## config.mk

```make
export PLATFORM = sky130hd
export DESIGN_NAME = cfg_launch_seq
export DESIGN_NICKNAME = d
export VERILOG_FILES = /design/src/rtl/cls_pkg.sv /design/src/rtl/cls_tag_store.sv /design/src/rtl/cls_ctx_regs.sv /design/src/rtl/cls_phase_fsm.sv /design/src/rtl/cfg_launch_seq.sv
export SDC_FILE = /design/constraint.sdc
export NUM_CORES = 1
export LEC_CHECK = 0
export BUFFER_PORTS_ARGS = -buffer_cell sky130_fd_sc_hd__buf_2
export CORE_MARGIN = 1
export CORE_UTILIZATION = 45
export DETAILED_ROUTE_END_ITERATION = 12
export PLACE_DENSITY = 0.63
export SYNTH_ARGS = -nofsm -noshare
export SYNTH_HDL_FRONTEND = slang
export SYNTH_SLANG_ARGS = --single-unit
```

## constraint.sdc

```tcl
create_clock -name clk -period 12.95 [get_ports clk]
set_input_delay 2.59 -clock clk [delete_from_list [all_inputs] [get_ports clk]]
set_output_delay 2.59 -clock clk [all_outputs]
set_load 0.01 [all_outputs]
```

## src/rtl/cls_pkg.sv

```systemverilog
package cls_pkg;
  typedef enum logic [2:0] {
    PH_IDLE,
    PH_LOAD,
    PH_FETCH,
    PH_EXEC,
    PH_WB,
    PH_RESUME
  } phase_t;
endpackage

```

## src/rtl/cls_tag_store.sv

```systemverilog
module cls_tag_store #(
  parameter int ENTRIES = 4,
  parameter int PC_W    = 16,
  parameter int PAY_W   = 40
) (
  input  logic             clk,
  input  logic             rst_n,
  input  logic             wr_en_i,
  input  logic [PC_W-1:0]  wr_tag_i,
  input  logic [PAY_W-1:0] wr_pay_i,
  input  logic [PC_W-1:0]  lk_pc_i,
  output logic             lk_hit_o,
  output logic [PAY_W-1:0] lk_pay_o
);
  localparam int EIDX_W = (ENTRIES > 1) ? $clog2(ENTRIES) : 1;

  logic [ENTRIES-1:0] valid_q;
  logic [PC_W-1:0]    tag_q [ENTRIES];
  logic [PAY_W-1:0]   pay_q [ENTRIES];
  logic [EIDX_W-1:0]  rr_q, rr_d;
  logic [ENTRIES-1:0] wr_match, lk_match;
  logic               wr_hit;
  logic [EIDX_W-1:0]  wr_slot;

  genvar e;
  generate
    for (e = 0; e < ENTRIES; e++) begin : g_ent
      assign wr_match[e] = valid_q[e] && (tag_q[e] == wr_tag_i);
      assign lk_match[e] = valid_q[e] && (tag_q[e] == lk_pc_i);

      always_ff @(posedge clk or negedge rst_n) begin
        if (!rst_n) valid_q[e] <= 1'b0;
        else if (wr_en_i && (wr_slot == EIDX_W'(e))) valid_q[e] <= 1'b1;
      end

      always_ff @(posedge clk) begin
        if (wr_en_i && (wr_slot == EIDX_W'(e))) begin
          tag_q[e] <= wr_tag_i;
          pay_q[e] <= wr_pay_i;
        end
      end
    end
  endgenerate

  always_comb begin
    wr_hit  = 1'b0;
    wr_slot = rr_q;
    for (int i = 0; i < ENTRIES; i++) begin
      if (wr_match[i]) begin
        wr_hit  = 1'b1;
        wr_slot = EIDX_W'(i);
      end
    end
  end

  always_comb begin
    lk_pay_o = '0;
    for (int i = 0; i < ENTRIES; i++) begin
      if (lk_match[i]) lk_pay_o = lk_pay_o | pay_q[i];
    end
  end
  assign lk_hit_o = |lk_match;

  always_comb begin
    rr_d = rr_q;
    if (wr_en_i && !wr_hit) begin
      rr_d = (rr_q == EIDX_W'(ENTRIES-1)) ? '0 : rr_q + 1'b1;
    end
  end

  always_ff @(posedge clk or negedge rst_n) begin
    if (!rst_n) rr_q <= '0;
    else        rr_q <= rr_d;
  end

  // replace-on-hit keeps every key unique, so at most one entry matches
  a_r3_unique_lookup: assert property (@(posedge clk) disable iff (!rst_n)
    $onehot0(lk_match));
  a_r3_unique_write: assert property (@(posedge clk) disable iff (!rst_n)
    $onehot0(wr_match));
endmodule

```

## src/rtl/cls_ctx_regs.sv

```systemverilog
module cls_ctx_regs #(
  parameter int NOPS   = 2,
  parameter int NRES   = 2,
  parameter int DATA_W = 16,
  parameter int CNT_W  = 1
) (
  input  logic                   clk,
  input  logic                   cap_op_en_i,
  input  logic [CNT_W-1:0]       cap_op_idx_i,
  input  logic [DATA_W-1:0]      rd_data_i,
  input  logic                   cap_res_en_i,
  input  logic [NRES*DATA_W-1:0] res_i,
  input  logic [CNT_W-1:0]       wb_idx_i,
  output logic [DATA_W-1:0]      wb_data_o,
  output logic [NOPS*DATA_W-1:0] ctx_o
);
  logic [DATA_W-1:0] res_q [NRES];

  genvar i, j;
  generate
    for (i = 0; i < NOPS; i++) begin : g_op
      logic [DATA_W-1:0] op_q;
      always_ff @(posedge clk) begin
        if (cap_op_en_i && (cap_op_idx_i == CNT_W'(i))) op_q <= rd_data_i;
      end
      assign ctx_o[i*DATA_W +: DATA_W] = op_q;
    end
    for (j = 0; j < NRES; j++) begin : g_res
      always_ff @(posedge clk) begin
        if (cap_res_en_i) res_q[j] <= res_i[j*DATA_W +: DATA_W];
      end
    end
  endgenerate

  always_comb begin
    wb_data_o = '0;
    for (int k = 0; k < NRES; k++) begin
      if (wb_idx_i == CNT_W'(k)) wb_data_o = res_q[k];
    end
  end
endmodule

```

## src/rtl/cls_phase_fsm.sv

```systemverilog
module cls_phase_fsm
  import cls_pkg::*;
#(
  parameter int NOPS  = 2,
  parameter int NRES  = 2,
  parameter int CNT_W = 1
) (
  input  logic             clk,
  input  logic             rst_n,
  input  logic             start_i,
  input  logic             arr_done_i,
  output phase_t           phase_o,
  output logic [CNT_W-1:0] cnt_o
);
  phase_t           phase_q, phase_d;
  logic [CNT_W-1:0] cnt_q, cnt_d;

  always_comb begin
    phase_d = phase_q;
    cnt_d   = cnt_q;
    unique case (phase_q)
      PH_IDLE:   if (start_i) phase_d = PH_LOAD;
      PH_LOAD: begin
        phase_d = PH_FETCH;
        cnt_d   = '0;
      end
      PH_FETCH: begin
        if (cnt_q == CNT_W'(NOPS-1)) begin
          phase_d = PH_EXEC;
          cnt_d   = '0;
        end else begin
          cnt_d = cnt_q + 1'b1;
        end
      end
      PH_EXEC: begin
        if (arr_done_i) begin
          phase_d = PH_WB;
          cnt_d   = '0;
        end
      end
      PH_WB: begin
        if (cnt_q == CNT_W'(NRES-1)) phase_d = PH_RESUME;
        else                         cnt_d   = cnt_q + 1'b1;
      end
      PH_RESUME: phase_d = PH_IDLE;
      default:   phase_d = PH_IDLE;
    endcase
  end

  always_ff @(posedge clk or negedge rst_n) begin
    if (!rst_n) begin
      phase_q <= PH_IDLE;
      cnt_q   <= '0;
    end else begin
      phase_q <= phase_d;
      cnt_q   <= cnt_d;
    end
  end

  assign phase_o = phase_q;
  assign cnt_o   = cnt_q;

  // the load phase lasts one cycle and hands over to fetch slot 0
  a_r5_load_to_fetch: assert property (@(posedge clk) disable iff (!rst_n)
    (phase_q == PH_LOAD) |=> (phase_q == PH_FETCH && cnt_q == '0));
  // execution is held until the array acknowledges
  a_r6_exec_waits_done: assert property (@(posedge clk) disable iff (!rst_n)
    (phase_q == PH_EXEC && !arr_done_i) |=> (phase_q == PH_EXEC));
  // the resume phase is a single cycle
  a_r8_resume_single: assert property (@(posedge clk) disable iff (!rst_n)
    (phase_q == PH_RESUME) |=> (phase_q == PH_IDLE));
endmodule

```

## src/rtl/cfg_launch_seq.sv

```systemverilog
module cfg_launch_seq
  import cls_pkg::*;
#(
  parameter int ENTRIES  = 4,
  parameter int PC_W     = 16,
  parameter int CFG_W    = 12,
  parameter int DATA_W   = 16,
  parameter int NOPS     = 2,
  parameter int NRES     = 2,
  parameter int RF_IDX_W = 3
) (
  input  logic                     clk,
  input  logic                     rst_n,
  input  logic                     fetch_valid_i,
  input  logic [PC_W-1:0]          fetch_pc_i,
  input  logic                     wr_en_i,
  input  logic [PC_W-1:0]          wr_tag_pc_i,
  input  logic [PC_W-1:0]          wr_exit_pc_i,
  input  logic [CFG_W-1:0]         wr_cfg_i,
  input  logic [NOPS*RF_IDX_W-1:0] wr_src_idx_i,
  input  logic [NRES*RF_IDX_W-1:0] wr_dst_idx_i,
  output logic                     halt_o,
  output logic                     resume_o,
  output logic [PC_W-1:0]          next_pc_o,
  output logic                     arr_cfg_load_o,
  output logic [CFG_W-1:0]         arr_cfg_o,
  output logic                     arr_go_o,
  input  logic                     arr_done_i,
  input  logic [NRES*DATA_W-1:0]   arr_res_i,
  output logic [NOPS*DATA_W-1:0]   ctx_o,
  output logic [RF_IDX_W-1:0]      rf_rd_idx_o,
  input  logic [DATA_W-1:0]        rf_rd_data_i,
  output logic                     rf_wr_en_o,
  output logic [RF_IDX_W-1:0]      rf_wr_idx_o,
  output logic [DATA_W-1:0]        rf_wr_data_o
);
  localparam int MAXC     = (NOPS > NRES) ? NOPS : NRES;
  localparam int CNT_W    = (MAXC > 1) ? $clog2(MAXC) : 1;
  localparam int DST_LSB  = 0;
  localparam int SRC_LSB  = DST_LSB + NRES*RF_IDX_W;
  localparam int CFG_LSB  = SRC_LSB + NOPS*RF_IDX_W;
  localparam int EXIT_LSB = CFG_LSB + CFG_W;
  localparam int PAY_W    = EXIT_LSB + PC_W;

  logic             lk_hit, launch;
  logic [PAY_W-1:0] lk_pay, act_q;
  phase_t           phase;
  logic [CNT_W-1:0] cnt;
  logic [NOPS*RF_IDX_W-1:0] act_src;
  logic [NRES*RF_IDX_W-1:0] act_dst;

  cls_tag_store #(.ENTRIES(ENTRIES), .PC_W(PC_W), .PAY_W(PAY_W)) u_tags (
    .clk      (clk),
    .rst_n    (rst_n),
    .wr_en_i  (wr_en_i),
    .wr_tag_i (wr_tag_pc_i),
    .wr_pay_i ({wr_exit_pc_i, wr_cfg_i, wr_src_idx_i, wr_dst_idx_i}),
    .lk_pc_i  (fetch_pc_i),
    .lk_hit_o (lk_hit),
    .lk_pay_o (lk_pay)
  );

  assign launch = fetch_valid_i && lk_hit && (phase == PH_IDLE);

  // copy of the launched entry, enabled only at launch
  always_ff @(posedge clk) begin
    if (launch) act_q <= lk_pay;
  end

  cls_phase_fsm #(.NOPS(NOPS), .NRES(NRES), .CNT_W(CNT_W)) u_fsm (
    .clk        (clk),
    .rst_n      (rst_n),
    .start_i    (launch),
    .arr_done_i (arr_done_i),
    .phase_o    (phase),
    .cnt_o      (cnt)
  );

  cls_ctx_regs #(.NOPS(NOPS), .NRES(NRES), .DATA_W(DATA_W), .CNT_W(CNT_W)) u_ctx (
    .clk          (clk),
    .cap_op_en_i  (phase == PH_FETCH),
    .cap_op_idx_i (cnt),
    .rd_data_i    (rf_rd_data_i),
    .cap_res_en_i ((phase == PH_EXEC) && arr_done_i),
    .res_i        (arr_res_i),
    .wb_idx_i     (cnt),
    .wb_data_o    (rf_wr_data_o),
    .ctx_o        (ctx_o)
  );

  assign act_src        = act_q[SRC_LSB +: NOPS*RF_IDX_W];
  assign act_dst        = act_q[DST_LSB +: NRES*RF_IDX_W];
  assign halt_o         = (phase != PH_IDLE);
  assign arr_cfg_load_o = (phase == PH_LOAD);
  assign arr_cfg_o      = act_q[CFG_LSB +: CFG_W];
  assign rf_rd_idx_o    = act_src[cnt*RF_IDX_W +: RF_IDX_W];
  assign arr_go_o       = (phase == PH_EXEC);
  assign rf_wr_en_o     = (phase == PH_WB);
  assign rf_wr_idx_o    = act_dst[cnt*RF_IDX_W +: RF_IDX_W];
  assign resume_o       = (phase == PH_RESUME);
  assign next_pc_o      = act_q[EXIT_LSB +: PC_W];

  // an idle-time fetch hit halts the processor one cycle later
  a_r2_halt_after_hit: assert property (@(posedge clk) disable iff (!rst_n)
    (fetch_valid_i && lk_hit && !halt_o) |=> halt_o);
  // the processor is released right after the resume strobe
  a_r8_release_after_resume: assert property (@(posedge clk) disable iff (!rst_n)
    resume_o |=> (!halt_o && !resume_o));
  // the configuration seen by the array stays fixed for a whole launch
  a_r9_cfg_held: assert property (@(posedge clk) disable iff (!rst_n)
    (halt_o && $past(halt_o)) |-> $stable(arr_cfg_o));
  // the run request holds until the acknowledge is seen
  a_r6_go_held: assert property (@(posedge clk) disable iff (!rst_n)
    (arr_go_o && !arr_done_i) |=> arr_go_o);
endmodule

```

Yosys cells after proc, flatten, opt, wreduce, memory -nomap -nowiden
Memories as Yosys holds them, arrays and structs flattened.
Cells that the tools add are included.
{ "op_classes": {"n_addsub": 2, "n_mul": 1, "n_eq_ne": 21, "shift": 2, "muxes": 51, "n_bitwise": 4, "n_reduce_logical": 32} }
{ "op_table": {"columns": ["op", "count"], "rows": [
  ["2-to-1 mux 40 bit", 7],
  ["== test 16 bit", 8],
  ["bitwise OR 40 bit", 3],
  ["OR reduction 40 bit", 3],
  ["2-to-1 mux 16 bit", 4],
  ["OR reduction 16 bit", 3],
  ["2-to-1 mux 1 bit", 23],
  ["2-to-1 mux 2 bit", 11],
  ["logical AND 1 bit", 18],
  ["one-hot mux 3 bit (5 select lines)", 1],
  ["2-to-1 mux 3 bit", 4],
  ["indexed part select 6 x 4 -> 3 bit", 2],
  ["== test 2 bit (second input constant)", 3],
  ["== test 3 x 2 -> 1 bit (second input constant)", 2],
  ["== test 3 bit (second input constant)", 2],
  ["!= test 2 x 1 -> 1 bit (second input constant)", 2],
  ["!= test 2 bit (second input constant)", 2],
  ["one-hot mux 1 bit (4 select lines)", 1],
  ["AND reduction 4 bit", 1],
  ["nonzero test 4 bit", 1],
  ["OR reduction 4 bit", 1],
  ["== test 3 x 1 -> 1 bit (second input constant)", 1],
  ["logical NOT 3 bit", 1],
  ["multiplier 1 x 2 -> 3 bit (second input constant)", 1],
  ["other kinds (8)", 8]
]} }
{ "word_totals": {"regBits": 82, "mem_bits_rw": 256, "inputBits": 125, "out_inout_bits": 87, "n_memories": 3} }
{ "mem_list": {"columns": ["memory", "depth", "width", "rd", "rd_ports_with_merged_regs", "wr", "line", "source"], "rows": [
  ["u_tags.pay_q", 4, 40, 4, 0, 1, "cls_tag_store.sv:19", "logic [PAY_W-1:0] pay_q [ENTRIES];"],
  ["u_tags.tag_q", 4, 16, 4, 0, 1, "cls_tag_store.sv:18", "logic [PC_W-1:0] tag_q [ENTRIES];"],
  ["u_ctx.res_q", 2, 16, 2, 0, 2, "cls_ctx_regs.sv:17", "logic [DATA_W-1:0] res_q [NRES];"]
]} }

Logic depth before layout (Yosys ltp)
Gate-level depths: netlist of the first run.
{ "logic_depth": {"word_depth": 14, "mapped_depth": 8} }

Modules after synthesis
Synthesis of the first run repeated with hierarchy kept, for this count alone.
{ "unflattened": {"hier_cells": 758, "hier_area_um2": 13257.7} }
{ "modules_own_cells": {"columns": ["module", "instances", "cells_each", "area_per_inst_um2", "seq_area_each_um2"], "rows": [
  ["cls_tag_store", 1, 572, 9321.4, 6876.6],
  ["cls_ctx_regs", 1, 84, 2183.3, 1921.8],
  ["cfg_launch_seq", 1, 84, 1554.0, 1201.2],
  ["cls_phase_fsm", 1, 18, 198.9, 100.1]
]} }

Worst setup path after synthesis of the first run
Ideal clock, no wire load.
{ "synth_timing": {"kind": "input port to flip-flop", "start": "in wr_tag_pc_i[0]", "end": "mem u_tags.pay_q[2][0] (enable)", "arrival_ns": 6.580, "required_time_ns": 12.462, "slack_ns": 5.882, "stages": 8, "path_buffers": 1, "cell_sequence": "clkbuf_1 -> xnor2_1 -> nand4_1 -> nor4_1 -> a21boi_0 -> nor2_1 -> nand3_1 -> a21oi_1"} }
{ "synth_via": {"elab_chain_len": 14} }
{ "synth_lines": {"columns": ["element", "line", "source"], "rows": [
  ["start, declared", "cfg_launch_seq.sv:17", "input logic [PC_W-1:0] wr_tag_pc_i,"],
  ["== test 16 bit", "cls_tag_store.sv:28", "assign wr_match[e] = valid_q[e] && (tag_q[e] == wr_tag_i);"],
  ["logical AND 1 bit", "cls_tag_store.sv:28", null],
  ["2-to-1 mux 2 bit (3 in series)", "cls_tag_store.sv:49", "if (wr_match[i]) begin"],
  ["2-to-1 mux 2 bit *", "cls_tag_store.sv:49", null],
  ["== test 2 x 1 -> 1 bit", "cls_tag_store.sv:37", "if (wr_en_i && (wr_slot == EIDX_W'(e))) begin"],
  ["logical AND 1 bit", "cls_tag_store.sv:37", null],
  ["2-to-1 mux 1 bit", "cls_tag_store.sv:37", null],
  ["2-to-1 mux 1 bit (implied by the code)", "cls_tag_store.sv:39", "pay_q[e] <= wr_pay_i;"],
  ["OR reduction 40 bit (no source line)", null, null],
  ["2-to-1 mux 2 bit (no source line) / 2-to-1 mux 1 bit (equally long branches) (3 in series)", null, null],
  ["end, declared", "cls_tag_store.sv:19", null]
]} }
Every way passes the cells marked *; elsewhere a longest branch is shown, timed or not.

Worst setup path in the final report of the first run
{ "layout_timing": {"start": "in wr_tag_pc_i[6]", "end": "mem u_tags.pay_q[2][16] (enable)"} }
Same word-level chain as after synthesis.

==> results.json, run 1 <==
{
  "outcome": "completed",
  "final.setup_skew_ns": 0.00916,
  "synth.most_common_cell": "edfxtp_1",
  "cp_data_required_time_ns": 13.11,
  "timing.final.hold_violations": 0,
  "synth_compound_area_share_pct": 5.36,
  "synth.top_cell.area_share_pct": 74.1,
  "timing.setup.critical_path_class": "in -> reg",
  "total_negative_setup_slacks_ns": 0,
  "detail_route.wirelength_um": 28000,
  "grt_antenna_before_repair": 1,
  "grtUsageMet1_pct": 25.9,
  "cts.htree.levels": 2,
  "netlist_top_cells_count": "328 x edfxtp_1, 104 x xnor2_1, 81 x a22oi_1",
  "drc": 0,
  "cts_hold_repair.buffers": 0,
  "global_route_wire_length_before_repair_um": 42500,
  "post-cts-setup-buffer-count": 0,
  "power.ir.vdd_worst_uv": 113,
  "drt-pass1-iter-count": 5,
  "globalRoute.totalOverflow": 0,
  "dpl-instance-area_um2": 14600,
  "use_met2_pct": 29.3,
  "timing.hold.worst_endpoint": "u_tags.valid_q[3]",
  "preCtsSetupSlack_ns": 7.00,
  "xor_xnor_cell_area_share_of_the_yosys_netlist_pct": 8.44,
  "yosysSeqAreaShare_pct": 76.0,
  "reg2reg_setup_slack_ns": 9.34,
  "final.fill_count": 2358,
  "drive_gt1_share_pct": 31.3,
  "worst-endpoint-arrival_ns": 5.56,
  "design.core.area_um2": 28900,
  "area_growth_pct": 18.1,
  "final_area_um2": 15700,
  "post_synth_fa_ha_maj_area_fraction_pct": 0.0942,
  "drt-initial-drc-count": 573,
  "power_density_nw_per_um2": 183,
  "final_antenna_net_count": 0,
  "finalCritPeriodShare_pct": 41.7,
  "global_route.usage.met3_pct": 3.57,
  "setup_viol": 0,
  "grt_setup_unrepaired": "no",
  "routed_via_density": 5.17,
  "dieWidth_um": 174,
  "number_of_enable_type_register_cells_in_the_synthesized_netlist": 328,
  "syn-cell-area_um2": 13300,
  "synth.area.mux_share_pct": 2.17,
  "finalNetCount": 1095,
  "critical_path.n_buffers_inverters": 2,
  "list_of_cells_traversed_by_the_critical_path": "buf_2 -> xnor2_1 -> nand4_1 -> nor4_1 -> a21boi_0 -> nor2_1 -> nand3_1 -> a21oi_4 -> buf_4",
  "vertical_die_dimension_um": 174,
  "setup.worst_path.end_class": "flop",
  "cp_max_fo": 39,
  "grt_start_max_net_pins": 57,
  "post-dp-hpwl_um": 18100,
  "cp_slowest_stage_delay_ns": 0.61,
  "routed-via-count": 7124,
  "relSlewSlack_pct": 41.3,
  "root_buffer": "clkbuf_16",
  "worst_slew_pin_slew_ns": 0.880,
  "combinational_family_with_the_most_area_after_synthesis": "XOR/XNOR gates",
  "hold_depth": 1,
  "cts_made_buffers": 36,
  "vias_in_the_first_global_route": 7175,
  "critical_path.slowest_cell": "a21oi_4",
  "post_synth_main_area_contributors": "edfxtp_1 74%, xnor2_1 6.9%, a22oi_1 4.6%, mux2_2 1.9%, dfrtp_1 1.9%",
  "syn_avg_cell_area_um2": 17.1,
  "gp_routability_congestion": 0.847,
  "synth_simple_gate_area_share_pct": 4.87,
  "placement.io_buffers": 211,
  "timing.critical_path.max_delay_family": "simple AND/OR/NAND/NOR gates",
  "holdCritPathClass": "reg -> reg",
  "post_synthesis_cell_type_with_the_largest_combined_area": "edfxtp_1",
  "power_leakage_nw": 5.71,
  "yosysWarnings": 0,
  "ports": 212,
  "clkSinkCount": 338,
  "fp-row-count": 62,
  "synthesis_stage_register_bit_count": 338,
  "setup.worst_path.start_class": "input port",
  "synthDistinctLibCells": 41,
  "cts.clk_slew.worst_paths_ns": 0.06,
  "synth_cells": 776,
  "achievable-frequency_ghz": 0.185,
  "maxCapViolations": 0,
  "ctsResizeCount": 0,
  "tritoncts": "done",
  "r2r_start": "u_tags.tag_q[0][3]",
  "insertion_delay_ns": 0.52,
  "worstRegToRegCells": 8,
  "setup_slack_ns": 7.55,
  "grt_util_all_layers_pct": 18.7,
  "floorplan.initialDensity_pct": 46.1,
  "area_enclosed_by_the_die_boundary_um2": 30200,
  "fin_crit_ns": 5.40,
  "timing.hold.worst.start": "u_tags.valid_q[3]",
  "yosys_most_used_dff": "edfxtp_1",
  "postSynthNetCount": 902,
  "number_of_diodes_added_for_antenna_fixing": 0,
  "reg2reg_to": "u_tags.pay_q[2][16]",
  "clockBufferDepth": 3,
  "synth-async-reset-ratio_pct": 2.96,
  "timing.final.max_slew_violations": 0,
  "wire_per_inst_um": 20.3,
  "globalRoute.busiestLayer": "met2"
}
## layout make-up
type | instances | area [um2] | area share [%]
clock inverter | 16 | 154 | 0.980
inverter | 2 | 7.51 | 0.0478
clock buffer | 47 | 942 | 6.00
multi-input combinational | 367 | 2860 | 18.2
timing repair buffer | 224 | 1150 | 7.35
tap | 384 | 480 | 3.06
sequential | 338 | 10100 | 64.3
## worst reg2reg max path, delay by kind of cell (launching register included)
family,cells,cell delay (ns)
AOI/OAI and AO/OA,2,0.81
xor gates and xnor gates,1,0.19
buffers and inverters,1,0.61
DFF,1,0.42
and+or+nand+nor,4,1.17
## layout by cell type, fill, tap and decap left out, types with 3 or more instances in the layout
cell	n
and2_1	3
o21bai_1	3
nand3_1	7
xor2_1	24
clkinv_2	3
buf_4	13
buf_2	211
edfxtp_1	328
nor2_1	6
a22oi_1	81
nand4_1	21
clkinv_1	7
mux2_2	23
dfrtp_1	10
nor4_4	4
clkbuf_16	36
clkbuf_1	11
nor4_1	11
nand2_1	50
xnor2_1	104
## stage by stage
step / utilization (%) / hold WS (ns) / instances / power (W)
global route: 54.4 / 0.529 / 1378 / 0.00299
detailed placement: 50.6 / 0.481 / 1315 / 0.00195
finish: 54.4 / 0.487 / 1378 / 0.00288
CTS: 54.4 / 0.495 / 1378 / 0.00290
global placement: 50.6 / 0.480 / 1315 / 0.00194
floorplan: - / 0.449 / 776 / 0.00176
## layer usage
metal | vias up | part of all wire, % | wire (um)
li1 | 3308 | - | -
met1 | 3444 | 44 | 12300
met2 | 310 | 46 | 12900
met3 | 60 | 7.1 | 1990
met4 | 2 | 2.9 | 810
met5 | - | 0.046 | 13
## how the worst max path moves through the flow
| stage | startpoint | endpoint | cells past startpoint |
|---|---|---|---|
| floorplan | wr_tag_pc_i[0] | u_tags.pay_q[2][0] | 8 |
| global placement | wr_tag_pc_i[6] | u_tags.tag_q[2][9] | 9 |
| detailed placement | wr_tag_pc_i[15] | u_tags.pay_q[2][16] | 9 |
| CTS | wr_tag_pc_i[15] | u_tags.pay_q[2][12] | 9 |
| global route | wr_tag_pc_i[15] | u_tags.pay_q[2][15] | 9 |
| finish | wr_tag_pc_i[6] | u_tags.pay_q[2][16] | 9 |
## sequential cells by signal, indices dropped and copies added, names as in the netlist
name	flops
u_tags.pay_q	160
u_tags.tag_q	64
act_q	40
u_ctx.g_op.op_q	32
u_ctx.res_q	32
u_tags.valid_q	4
u_fsm.phase_o	3
u_tags.rr_q	2
u_fsm.cnt_o	1
## kinds of logic (layout without fill, tap and decap cells)
| logic type | after synthesis | count (layout) |
|---|---|---|
| muxes | 25 | 25 |
| xor gates and xnor gates | 128 | 128 |
| and+or+nand+nor | 120 | 120 |
| DFF | 338 | 338 |
| adders and majority gates | 1 | 1 |
| buffers and inverters | 71 | 289 |
| AOI/OAI and AO/OA | 93 | 93 |
## where the power goes
part | total [W] | switching (W) | leakage (nW) | internal, W
clock | 0.000959 | 0.000403 | 0.529 | 0.000557
combinational | 0.000424 | 0.000266 | 1.96 | 0.000158
sequential | 0.00149 | 0.0000768 | 3.22 | 0.00142
Power figures use the tool's default switching activity.
==> run 2: changes to the inputs <==
--- a/config.mk
+++ b/config.mk
@@ -5,11 +5,12 @@
 export SDC_FILE = /design/constraint.sdc
 export NUM_CORES = 1
 export LEC_CHECK = 0
+export ABC_AREA = 1
 export BUFFER_PORTS_ARGS = -buffer_cell sky130_fd_sc_hd__buf_2
 export CORE_MARGIN = 1
 export CORE_UTILIZATION = 45
 export DETAILED_ROUTE_END_ITERATION = 12
-export PLACE_DENSITY = 0.63
+export PLACE_DENSITY = 0.65
 export SYNTH_ARGS = -nofsm -noshare
 export SYNTH_HDL_FRONTEND = slang
 export SYNTH_SLANG_ARGS = --single-unit
==> constraint.sdc (replaced) <==
create_clock -name clk -period 4.3 [get_ports clk]
set_input_delay 0.86 -clock clk [delete_from_list [all_inputs] [get_ports clk]]
set_output_delay 0.86 -clock clk [all_outputs]
set_load 0.01 [all_outputs]
==> run 2 against run 1 <==
Compared with the run above: worst setup slack worse by 6.3 ns; largest power group unchanged; highest routed layer unchanged; wire length grew 36%; critical path depth decreased by 5; register-to-register slack worse by 7.9 ns; sequential cell count did not move; clock power grew to 3.4 times the previous value.
==> results.json, run 2 <==
{
  "timing.final.hold_violations": 0,
  "cts.clk_slew.worst_paths_ns": 0.06,
  "post_synth_main_area_contributors": "edfxtp_1 67%, nand2_1 8.1%, nand4_1 6.0%, nor2_1 2.5%, inv_1 2.4%",
  "synth.most_common_cell": "edfxtp_1",
  "power_leakage_nw": 6.73,
  "grt_start_max_net_pins": 47,
  "setup.worst_path.start_class": "flop",
  "routed_via_density": 5.27,
  "post_synthesis_cell_type_with_the_largest_combined_area": "edfxtp_1",
  "postSynthNetCount": 1395,
  "synth-async-reset-ratio_pct": 2.96,
  "final_antenna_net_count": 0,
  "grt_setup_unrepaired": "no",
  "maxCapViolations": 0,
  "area_enclosed_by_the_die_boundary_um2": 33400,
  "worst-endpoint-arrival_ns": 2.24,
  "area_growth_pct": 18.2,
  "reg2reg_to": "act_q[30]",
  "cp_slowest_stage_delay_ns": 0.87,
  "layout.cells.most_common_list": "328 x edfxtp_1, 318 x nand2_1, 211 x buf_2",
  "routed-via-count": 10158,
  "finish.cell_count_without_fillers": 1929,
  "grt_util_all_layers_pct": 23.0,
  "drt-pass1-iter-count": 6,
  "path_common_cell": "nand2_1",
  "vertical_die_dimension_um": 183,
  "drc": 0,
  "ctsResizeCount": 0,
  "largest_registers": "u_tags.pay_q: 160 flops, u_tags.tag_q: 64 flops, act_q: 40 flops",
  "cts_made_buffers": 37,
  "list_of_cells_traversed_by_the_critical_path": "inv_2 -> nand2_1 -> nand2_1 -> buf_2",
  "timing.final.max_slew_violations": 0,
  "synthesis_stage_register_bit_count": 338,
  "root_buffer": "clkbuf_16",
  "reg2reg_setup_slack_ns": 1.49,
  "worst_slew_pin_slew_ns": 0.863,
  "yosysSeqAreaShare_pct": 68.8,
  "finalNetCount": 1591,
  "detail_route.wirelength_um": 38000,
  "cts.htree.levels": 2,
  "synth_cells": 1269,
  "insertion_delay_ns": 0.54,
  "cp_max_fo": 25,
  "critical_path.slowest_cell": "dfrtp_1",
  "syn-cell-area_um2": 14700,
  "cp_data_required_time_ns": 3.44,
  "dpl-instance-area_um2": 16100,
  "most_flops_register": "u_tags.pay_q",
  "fp-row-count": 65,
  "largest_register_ffs": 160,
  "number_of_enable_type_register_cells_in_the_synthesized_netlist": 328,
  "clockBufferDepth": 3,
  "finalCritPeriodShare_pct": 72.0,
  "synthDistinctLibCells": 35,
  "mostFrequentLayoutCell": "edfxtp_1",
  "fin_util_pct": 54.6,
  "final.setup_skew_ns": 0.0224,
  "clkSinkCount": 338,
  "timing.hold.ws_ns": 0.215,
  "drive_gt1_share_pct": 21.2,
  "syn_avg_cell_area_um2": 11.6,
  "tritoncts": "done",
  "yosysWarnings": 0,
  "power.ir.vdd_worst_uv": 440,
  "setup.worst_path.end_class": "output port",
  "synth.top_cell.area_share_pct": 67.1,
  "drt-initial-drc-count": 754,
  "grt_antenna_before_repair": 5,
  "achievable-frequency_ghz": 0.323,
  "post-cts-setup-buffer-count": 0,
  "cts_hold_repair.buffers": 0,
  "power_density_nw_per_um2": 492,
  "final_area_um2": 17400,
  "dieWidth_um": 183,
  "design.core.area_um2": 31800,
  "fin_crit_ns": 3.10,
  "ports": 212,
  "post-dp-hpwl_um": 25000,
  "holdCritPathClass": "in -> async",
  "placed_cells_incl_taps": 1861,
  "global_route_wire_length_before_repair_um": 57800,
  "yosys_most_used_dff": "edfxtp_1",
  "outcome": "completed",
  "setup_viol": 0,
  "globalRoute.totalOverflow": 0,
  "gp_routability_congestion": 1.04,
  "vias_in_the_first_global_route": 9986,
  "timing.setup.critical_path_class": "reg -> out",
  "placement.io_buffers": 211,
  "worstRegToRegCells": 9,
  "relSlewSlack_pct": 42.4,
  "netlist_top_cells_count": "328 x edfxtp_1, 318 x nand2_1, 140 x nand4_1",
  "floorplan.initialDensity_pct": 46.2,
  "wire_per_inst_um": 19.7,
  "final.fill_count": 2731,
  "r2r_start": "u_tags.tag_q[2][6]"
}
==> run 2: cell types whose count changed after synthesis, sizes merged, moves of 25 or more <==
| cell | change |
|---|---|
| a22oi | -81 |
| buf | +25 |
| inv | +103 |
| mux2 | -25 |
| nand2 | +269 |
| nand2b | +39 |
| nand4 | +118 |
| nor2 | +94 |
| o21ai | +33 |
| xnor2 | -79 |
==> run 2: per-layer routing <==
layer	global-route usage, %	routed length (um)	vias to the layer above
li1	-	-	4802
met1	32.0	16700	4793
met2	35.7	17000	464
met3	4.23	2980	95
met4	8.94	1310	4
met5	0	23	-
==> run 2: per-stage QoR <==
stage | power, W | setup WS (ns) | setup TNS, ns
CTS | 0.00861 | 1.17 | 0
detailed placement | 0.00536 | 0.912 | 0
floorplan | 0.00483 | -0.232 | -25.61
finish | 0.00855 | 1.20 | 0
global route | 0.00888 | 1.02 | 0
global placement | 0.00535 | 0.904 | 0
==> run 2: how the worst max path moves through the flow <==
stage / cells past startpoint / start / slack, ns / to
after floorplan: 12 / wr_tag_pc_i[12] / -0.23 / u_tags.pay_q[0][0]
after global placement: 10 / fetch_pc_i[6] / 0.90 / act_q[30]
after detailed placement: 12 / wr_tag_pc_i[1] / 0.91 / u_tags.pay_q[1][17]
after CTS: 4 / u_fsm.cnt_o / 1.17 / rf_wr_data_o[7]
after global routing: 4 / u_fsm.cnt_o / 1.02 / rf_rd_idx_o[1]
final: 4 / u_fsm.cnt_o / 1.20 / rf_wr_data_o[7]
==> run 2: power by group <==
| part | internal [W] | switching, W |
|---|---|---|
| registers | 0.00401 | 0.000170 |
| logic | 0.000328 | 0.000791 |
| clock network | 0.00197 | 0.00127 |
==> run 2: logic make-up after synthesis <==
family,share of synthesized area [%]
buf+inv,5.81
flops,68.8
compound gates,1.95
simple gates,20.9
xor+xnor,2.51
fa+ha+maj,0.0852
==> run 2: critical path, delay by kind of cell, from the launching register on <==
kind | cells | cell delay (ns)
DFF | 1 | 0.87
buffers and inverters | 2 | 0.57
and+or+nand+nor | 2 | 0.26
==> run 2: cell type report <==
class                      count  area, um2  share of cell area (%)
antenna                        2       5.00                  0.0288
clock buffer                  46        970                    5.59
clock inverter                20        275                    1.59
inverter                     105        394                    2.27
multi-input combinational    754       3810                    22.0
sequential                   338      10100                    58.2
tap                          435        544                    3.14
timing repair buffer         229       1250                    7.22
==> run 3: changes to the inputs <==
==> constraint.sdc (replaced) <==
create_clock -name clk -period 2.8 [get_ports clk]
set_input_delay 0.56 -clock clk [delete_from_list [all_inputs] [get_ports clk]]
set_output_delay 0.56 -clock clk [all_outputs]
set_load 0.01 [all_outputs]
==> run 3 against run 2 <==
Compared with the run above: clock power rose by 36%; first-iteration DRC count rose by 20%; global-route usage down 0.12 points; sequential share of layout area up 0.17 points; count of clock-buffer cells in the layout shrank 4; power up 47%; final cell count grew 0.52%; largest power group unchanged.
==> results.json, run 3 (synthesized netlist as in run 2, its figures left out) <==
{
  "outcome": "completed",
  "insertion_delay_ns": 0.54,
  "worstRegToRegCells": 11,
  "clockBufferDepth": 3,
  "finish.cell_count_without_fillers": 1939,
  "clkSinkCount": 338,
  "dpl-instance-area_um2": 16200,
  "detail_route.wirelength_um": 37400,
  "cts_hold_repair.buffers": 1,
  "root_buffer": "clkbuf_16",
  "power.ir.vdd_worst_uv": 463,
  "cp_data_required_time_ns": 3.06,
  "setup_viol": 0,
  "cts_made_buffers": 36,
  "drt-pass1-iter-count": 6,
  "timing.setup.critical_path_class": "reg -> reg",
  "power_leakage_nw": 6.72,
  "post-dp-hpwl_um": 25700,
  "tritoncts": "done",
  "most_flops_register": "u_tags.pay_q",
  "setup.worst_path.start_class": "flop",
  "finalCritPeriodShare_pct": 87.2,
  "fin_crit_ns": 2.44,
  "worst-endpoint-arrival_ns": 2.70,
  "cts.clk_slew.worst_paths_ns": 0.06,
  "fp-row-count": 65,
  "grt_setup_unrepaired": "no",
  "vias_in_the_first_global_route": 10310,
  "finalNetCount": 1603,
  "gp_routability_congestion": 0.970,
  "reg2reg_setup_slack_ns": 0.36,
  "final.setup_skew_ns": 0.0268,
  "hold_depth": 1,
  "final_antenna_net_count": 0,
  "ports": 212,
  "routed_via_density": 5.22,
  "layout.cells.most_common_list": "328 x edfxtp_1, 318 x nand2_1, 211 x buf_2",
  "r2r_start": "u_tags.tag_q[0][13]",
  "largest_register_ffs": 160,
  "drive_gt1_share_pct": 21.5,
  "setup_slack_ns": 0.357,
  "drc": 0,
  "setup.worst_path.end_class": "flop",
  "ctsResizeCount": 0,
  "area_growth_pct": 17.8,
  "crit_end": "u_tags.pay_q[1][16]",
  "placed_cells_incl_taps": 1873,
  "cp_max_fo": 35,
  "worst_slew_pin_slew_ns": 0.560,
  "drt-initial-drc-count": 908,
  "final.fill_count": 2668,
  "timing.final.hold_violations": 0,
  "holdCritPathClass": "in -> reg",
  "dieWidth_um": 183,
  "grt_start_max_net_pins": 41,
  "globalRoute.totalOverflow": 0,
  "grt_util_all_layers_pct": 22.8,
  "mostFrequentLayoutCell": "edfxtp_1",
  "power_density_nw_per_um2": 725,
  "preCtsSetupSlack_ns": 0.0646,
  "floorplan.initialDensity_pct": 46.2,
  "largest_registers": "u_tags.pay_q: 160 flops, u_tags.tag_q: 64 flops, act_q: 40 flops",
  "vertical_die_dimension_um": 183,
  "reg2reg_to": "u_tags.pay_q[1][16]",
  "wire_per_inst_um": 19.3,
  "cts.htree.levels": 2,
  "global_route_wire_length_before_repair_um": 57900,
  "placement.io_buffers": 211,
  "grt_antenna_before_repair": 1,
  "design.core.area_um2": 31800,
  "relSlewSlack_pct": 62.3,
  "post-cts-setup-buffer-count": 0,
  "maxCapViolations": 0,
  "final_area_um2": 17300,
  "achievable-frequency_ghz": 0.409,
  "area_enclosed_by_the_die_boundary_um2": 33400,
  "timing.final.max_slew_violations": 0,
  "worstSetupStartpoint": "u_tags.tag_q[0][13]",
  "routed-via-count": 10123
}
## run 3: how the worst min path moves through the flow
stage                  startpoint                  to
floorplan                   rst_n         u_fsm.cnt_o
detailed placement          rst_n    u_fsm.phase_o[0]
global placement            rst_n    u_fsm.phase_o[1]
finish              arr_res_i[23]  u_ctx.res_q[0][23]
CTS                 arr_res_i[23]  u_ctx.res_q[0][23]
global route        arr_res_i[23]  u_ctx.res_q[0][23]
## run 3: area by class of cell
class / count / area [um2] / share of cell area, %
inverters: 105 / 394 / 2.28
clock buffers: 42 / 923 / 5.34
well taps: 435 / 544 / 3.15
flip-flops and latches: 338 / 10100 / 58.4
repair buffers: 242 / 1370 / 7.90
clock inverters: 22 / 160 / 0.926
multi-input cells: 754 / 3810 / 22.0
diodes: 1 / 2.50 / 0.0145
## run 3: layer usage
layer	GRT usage (%)	wire length, um	part of all wire [%]
met1	31.0	16300	44
met2	36.2	17000	45
met3	4.91	2990	8.0
met4	8.17	1070	2.9
met5	0	0	0
## run 3: worst max-delay path: stages (launching register included)
cell,delay [ns]
edfxtp_1,0.42
inv_1,0.17
nor2_1,0.06
nor3_1,0.17
nand3_1,0.11
nor2_1,0.21
nand2_1,0.13
nand2_1,0.07
nand2_1,0.06
a21boi_1,0.44
nor2_4,0.09
buf_12,0.21
## run 3: where the power goes
group          internal (W)  total [W]  switching [W]  leakage, nW
sequential          0.00616    0.00638       0.000221         3.02
combinational      0.000533    0.00177        0.00124         3.17
clock               0.00247    0.00440        0.00192        0.532
total               0.00917     0.0126        0.00338         6.72
## run 3: per-stage QoR
stage | hold slack (ns) | setup TNS, ns | util [%] | total power [W]
6_report | 0.213 | 0 | 54.4 | 0.0126
5_1_grt | 0.187 | 0 | 54.4 | 0.0131
4_1_cts | 0.186 | 0 | 54.4 | 0.0127
3_5_place_dp | 0.450 | 0 | 51.0 | 0.00824
3_3_place_gp | 0.445 | 0 | 51.0 | 0.00822
2_1_floorplan | 0.264 | -91.78 | - | 0.00741
